==> config.mk <==
export PLATFORM = sky130hd
export DESIGN_NAME = tamper_snap
export DESIGN_NICKNAME = d
export VERILOG_FILES = /design/src/rtl/tamper_snap_pkg.sv /design/src/rtl/tamper_snap_ctrl.sv /design/src/rtl/tamper_snap_dp.sv /design/src/rtl/tamper_snap.sv
export SDC_FILE = /design/constraint.sdc
export NUM_CORES = 1
export LEC_CHECK = 0
export ABC_AREA = 1
export BUFFER_PORTS_ARGS = -buffer_cell sky130_fd_sc_hd__buf_2
export CORE_AREA = 2 2 77 79
export CTS_CLUSTER_SIZE = 14
export DETAILED_ROUTE_END_ITERATION = 16
export DIE_AREA = 0 0 79 81
export HOLD_SLACK_MARGIN = 0.1
export PLACE_DENSITY = 0.78
export SETUP_SLACK_MARGIN = 0.02
export SYNTH_ARGS = -nofsm -noshare
export SYNTH_HDL_FRONTEND = slang
export SYNTH_SLANG_ARGS = --single-unit
export TNS_END_PERCENT = 30
==> constraint.sdc <==
create_clock -name clk -period 1.6 [get_ports clk]
set_clock_uncertainty 0.2 [all_clocks]
set_input_delay 0.16 -clock clk [delete_from_list [all_inputs] [get_ports clk]]
set_output_delay 0.16 -clock clk [all_outputs]
set_load 0.02 [all_outputs]
==> src/rtl/tamper_snap_pkg.sv <==
package tamper_snap_pkg;
  localparam int SUB_W = 4;
  localparam int BCD_W = 8;
  localparam int ADDR_W = 3;

  typedef struct packed {
    logic [SUB_W-1:0] sub;
    logic [BCD_W-1:0] sec;
    logic [BCD_W-1:0] min;
    logic [BCD_W-1:0] hour;
    logic [BCD_W-1:0] day;
    logic [BCD_W-1:0] mon;
    logic [BCD_W-1:0] year;
  } calSnap_t;

  typedef struct packed {
    logic capture;
  } snapStrobe_t;
endpackage

==> src/rtl/tamper_snap_ctrl.sv <==
module tamper_snap_ctrl
  import tamper_snap_pkg::*;
#(
  parameter int DEB_SAMPLES = 3,
  parameter int SYNC_STAGES = 2
) (
  input  logic        clk,
  input  logic        rstN,
  input  logic        tick16,
  input  logic        evtN,
  input  logic        clrFlag,
  input  logic        irqEn,
  output snapStrobe_t strobe,
  output logic        evtFlag,
  output logic        irqN
);
  localparam int CNT_W = $clog2(DEB_SAMPLES + 1);
  localparam logic [CNT_W-1:0] LAST = CNT_W'(DEB_SAMPLES - 1);

  logic [SYNC_STAGES-1:0] syncQ;
  logic syncLvl;
  logic stableLvl;
  logic [CNT_W-1:0] agreeCnt;
  logic acceptFall;
  logic flagQ;

  always_ff @(posedge clk or negedge rstN) begin
    if (!rstN) syncQ <= '1;
    else       syncQ <= {syncQ[SYNC_STAGES-2:0], evtN};
  end
  assign syncLvl = syncQ[SYNC_STAGES-1];

  always_ff @(posedge clk or negedge rstN) begin
    if (!rstN) begin
      stableLvl <= 1'b1;
      agreeCnt  <= '0;
    end else if (tick16) begin
      if (syncLvl == stableLvl) begin
        agreeCnt <= '0;
      end else if (agreeCnt == LAST) begin
        stableLvl <= syncLvl;
        agreeCnt  <= '0;
      end else begin
        agreeCnt <= agreeCnt + 1'b1;
      end
    end
  end

  assign acceptFall     = tick16 && stableLvl && !syncLvl && (agreeCnt == LAST);
  assign strobe.capture = acceptFall && !flagQ;

  always_ff @(posedge clk or negedge rstN) begin
    if (!rstN)               flagQ <= 1'b0;
    else if (strobe.capture) flagQ <= 1'b1;
    else if (clrFlag)        flagQ <= 1'b0;
  end

  assign evtFlag = flagQ;
  assign irqN    = !(flagQ && irqEn);

  a_r3_level_on_tick: assert property (@(posedge clk) disable iff (!rstN)
    (stableLvl != $past(stableLvl)) |-> $past(tick16));
  a_r7_capture_sets_flag: assert property (@(posedge clk) disable iff (!rstN)
    strobe.capture |=> evtFlag);
  a_r7_flag_sticky: assert property (@(posedge clk) disable iff (!rstN)
    (evtFlag && !clrFlag) |=> evtFlag);
  a_r4_single_capture: assert property (@(posedge clk) disable iff (!rstN)
    strobe.capture |=> !strobe.capture);
endmodule

==> src/rtl/tamper_snap_dp.sv <==
module tamper_snap_dp
  import tamper_snap_pkg::*;
(
  input  logic              clk,
  input  logic              rstN,
  input  snapStrobe_t       strobe,
  input  calSnap_t          calNow,
  input  logic              evtFlag,
  input  logic [ADDR_W-1:0] rdAddr,
  output logic [BCD_W-1:0]  rdData
);
  calSnap_t snapQ;

  always_ff @(posedge clk or negedge rstN) begin
    if (!rstN)               snapQ <= '0;
    else if (strobe.capture) snapQ <= calNow;
  end

  always_comb begin
    unique case (rdAddr)
      3'd0:    rdData = {{(BCD_W-SUB_W){1'b0}}, snapQ.sub};
      3'd1:    rdData = snapQ.sec;
      3'd2:    rdData = snapQ.min;
      3'd3:    rdData = snapQ.hour;
      3'd4:    rdData = snapQ.day;
      3'd5:    rdData = snapQ.mon;
      3'd6:    rdData = snapQ.year;
      default: rdData = {{(BCD_W-1){1'b0}}, evtFlag};
    endcase
  end

  a_r6_hold_between_captures: assert property (@(posedge clk) disable iff (!rstN)
    !strobe.capture |=> $stable(snapQ));
endmodule

==> src/rtl/tamper_snap.sv <==
module tamper_snap
  import tamper_snap_pkg::*;
#(
  parameter int DEB_SAMPLES = 3
) (
  input  logic              clk,
  input  logic              rstN,
  input  logic              tick16,
  input  logic              evtN,
  input  logic [SUB_W-1:0]  calSub,
  input  logic [BCD_W-1:0]  calSec,
  input  logic [BCD_W-1:0]  calMin,
  input  logic [BCD_W-1:0]  calHour,
  input  logic [BCD_W-1:0]  calDay,
  input  logic [BCD_W-1:0]  calMon,
  input  logic [BCD_W-1:0]  calYear,
  input  logic              clrFlag,
  input  logic              irqEn,
  input  logic [ADDR_W-1:0] rdAddr,
  output logic [BCD_W-1:0]  rdData,
  output logic              evtFlag,
  output logic              irqN
);
  snapStrobe_t strobe;
  calSnap_t    calNow;

  assign calNow = '{sub: calSub, sec: calSec, min: calMin, hour: calHour,
                    day: calDay, mon: calMon, year: calYear};

  tamper_snap_ctrl #(.DEB_SAMPLES(DEB_SAMPLES), .SYNC_STAGES(2)) u_ctrl (
    .clk(clk), .rstN(rstN), .tick16(tick16), .evtN(evtN),
    .clrFlag(clrFlag), .irqEn(irqEn), .strobe(strobe),
    .evtFlag(evtFlag), .irqN(irqN)
  );

  tamper_snap_dp u_dp (
    .clk(clk), .rstN(rstN), .strobe(strobe), .calNow(calNow),
    .evtFlag(evtFlag), .rdAddr(rdAddr), .rdData(rdData)
  );
endmodule

==> metrics.log <==
[metrics] proportion of total power due to net switching: 0.323
[metrics] via count of the first global-routing pass: 2637
[metrics] count of port buffers added during placement: 70
[metrics] Leak Pwr: 0.00227 uW
[metrics] internal cell power: approximately 4000 uW
[metrics] Setup crit end kind: primary output
[metrics] transition at the pin with the smallest max-transition slack: 0.303 ns
[metrics] CTS tree: yes
[metrics] detailed-route via count: 2794
[metrics] Clock H-tree levels: 3
[metrics] layout overhead on the synthesized area: 51.3%
[metrics] area of the die: 0.00640 mm^2
[metrics] setup_tns: -0.0231 ns
[metrics] worst vdd rail ir drop: a little over 900 uV
[metrics] standard-cell rows: 28
[metrics] worst slew margin relative to its limit: 0.797
[metrics] Arrival @ worst endpoint: around 1.3 ns
[metrics] combinational group share of total power: 0.328
[metrics] clock latency at the later pin of the worst-skew pair: 0.33 ns
[metrics] estimated wirelength of the detail-placed design: 4.51 mm
[metrics] total clock buffers created by CTS: 9
[metrics] maximum fanout along the worst path: 2
[metrics] diodes inserted: 0
[metrics] Die H: 81 um
[metrics] classification of the worst-slack hold path: in -> reg
[metrics] Power Density: 1370 mW/mm^2
[metrics] leading cell types in the layout, fill and taps excluded: 68 x sky130_fd_sc_hd__nand2_1, 60 x sky130_fd_sc_hd__buf_2, 57 x sky130_fd_sc_hd__dlygate4sd3_1
[metrics] unrepaired setup endpoints after global routing: yes
[metrics] number of antenna violations at the first check in global routing: 0
[metrics] total of fill cells in the finished design: between 300 and 400
[metrics] shortest period the worst path allows: 1.62 ns
[metrics] result of the run: finished with violations
[metrics] DR iter-0 viols: 270
[metrics] number of clock sinks: 58
[metrics] remaining number of nets flagged by the antenna check after routing: 0
[metrics] Maximum Capacitance Violations: 0
[metrics] total global routing track utilization: 0.239
[metrics] type of the worst setup path: reg -> out
[metrics] Net Switching: just under 2000 uW
[metrics] violated checks: setup timing
[metrics] design area: 0.00433 mm^2
[metrics] Post-layout nets: 554
[metrics] clock slew seen by the registers of the worst setup and hold paths: approximately 0.06 ns
[metrics] post-DR vias/cell: 4.88
[metrics] placer congestion estimate: ~0.84
[metrics] required arrival time at the worst endpoint: 1.24 ns
[metrics] post-synthesis register bit count: 58
[metrics] post-synthesis cell count: 347
[metrics] startpoint types: register
[metrics] pin count of the biggest net entering global routing: 56
[metrics] placement-stage cell area: 0.00331 mm^2
[metrics] Post-Syn Area: about 0.0029 mm^2
[metrics] number of I/O pins: 71
[metrics] initial cell density of the core: 0.504
[metrics] upper clock frequency limit: 618 MHz
[metrics] number of max-slew violations in the final report: 0
[metrics] final worst slack: -0.0181 ns
[metrics] clock buffer depth: 2
[metrics] Clk Tree Root Cell: sky130_fd_sc_hd__clkbuf_8
[metrics] Core Footprint: 0.00568 mm^2
[metrics] final critical-path share of the clock period: 1.01
[metrics] sequential cell area fraction in the yosys report: 0.509
[metrics] Detailed Routing Iterations Pass 1: 4
[metrics] Reg power frac: 0.424
[metrics] Unique masters post-synth: 26
[metrics] GR Overflow Total: 0
[metrics] mean area per synthesized cell: 8.25 um^2
[metrics] final hold violation count: 0
[metrics] count of unresolved DRC violations after routing: 0
[metrics] wire per inst: 13.6 um
[metrics] count of endpoints failing setup in the final report: 2
[metrics] leading cell type in the layout, fill and taps excluded: sky130_fd_sc_hd__nand2_1
[metrics] global-route wire length before repair: 11.7 mm
[metrics] post-synthesis net count: 408
[metrics] Routed Wire Length: 7.81 mm
[metrics] Yosys warnings: 0
[metrics] clock share of power: 0.248
[metrics] die width: 79 um
[metrics] fraction of layout instances using a drive strength above 1: 0.333
kinds of logic after synthesis:
family	count (synthesis)	share of synthesized area
AND/OR/NAND/NOR	139	0.218
AO/OA/AOI/OAI	70	0.148
buffers and inverters	80	0.126
flip-flops	58	0.509
layer usage:
metal / part of all wire / routed length [um] / GRT usage / vias to the layer above
met1: 0.41 / 3220 / 0.304 / 1266
met2: 0.50 / 3910 / 0.397 / 122
met5: 0 / 0 / 0 / -
met3: 0.056 / 435 / 0.0511 / 23
met4: 0.030 / 237 / 0.105 / 0
li1: - / - / - / 1383
sequential cells by signal (all words and copies together), names as in the netlist:
| signal | flops |
|---|---|
| u_dp.snapQ | 52 |
| u_ctrl.agreeCnt | 2 |
| u_ctrl.syncQ | 2 |
| u_ctrl.evtFlag | 1 |
| u_ctrl.stableLvl | 1 |
worst paths after layout:
kind                                        from                 end  slack (ns)  cells past startpoint
worst max register to register  u_ctrl.stableLvl      u_dp.snapQ[12]        0.05                      6
worst min register to register   u_ctrl.syncQ[0]     u_ctrl.syncQ[1]        0.16                      0
worst min-delay path                      tick16  u_ctrl.agreeCnt[1]        0.13                      5
worst max-delay path              u_dp.snapQ[40]           rdData[0]       -0.02                      5
min in group asynchronous                   rstN     u_ctrl.syncQ[0]        0.21                      2
max in group asynchronous                   rstN  u_ctrl.agreeCnt[0]        0.42                      3
power groups by stage:
stage	Sequential (uW)	Clock, uW	Combinational [uW]
2_1_floorplan	2390	0	1050
3_3_place_gp	2470	0	1390
3_5_place_dp	2490	0	1440
4_1_cts	2470	1480	1670
5_1_grt	2570	1570	2150
6_report	2520	1480	1950
final cells by class:
type | count | area, um^2 | share of cell area
Tap cell | 75 | 93.8 | 0.0217
Clock inverter | 2 | 60.1 | 0.0139
Timing Repair Buffer | 151 | 1220 | 0.282
Clock buffer | 14 | 153 | 0.0352
Multi-Input combinational cell | 209 | 1110 | 0.255
Sequential cell | 58 | 1460 | 0.336
Inverter | 64 | 243 | 0.0561
per-stage QoR:
step / cells / util / hold slack [ns] / setup slack (ns) / total power (uW)
finish: 573 / 0.763 / 0.134 / -0.0181 / 5940
global route: 573 / 0.763 / 0.163 / -0.0866 / 6290
CTS: 563 / 0.729 / 0.160 / -0.0138 / 5620
detailed placement: 487 / 0.582 / -0.182 / 0.0265 / 3930
global placement: 487 / 0.582 / -0.186 / 0.0736 / 3860
floorplan: 347 / - / -0.336 / 0.119 / 3440
Yosys cell counts (all sizes together):
master	number	area share
nor3	2	0.0092
clkbuf	6	0.0083
nand2	74	0.098
o22ai	1	0.0022
buf	10	0.034
o21ai	51	0.092
dfstp	3	0.028
dfrtp	55	0.48
nand3	12	0.027
inv	64	0.084
nor2	37	0.053
a21oi	18	0.054
nand4	14	0.031
worst max-delay path: stages, from the launching register on:
cell	delay, ns
sky130_fd_sc_hd__dfrtp_1	0.40
sky130_fd_sc_hd__nand4_1	0.10
sky130_fd_sc_hd__nand2_1	0.05
sky130_fd_sc_hd__nor2_1	0.11
sky130_fd_sc_hd__nand3_1	0.12
sky130_fd_sc_hd__buf_6	0.15
timing repair:
action	in CTS	in global routing
hold buffers	57	1
setup buffers	3	8
pin swaps	11	22
resized for setup	15	39
endpoints found under the hold margin	115	1
gates cloned	0	1
setup endpoints to repair	12	33
(Power assumes the default switching activity.)
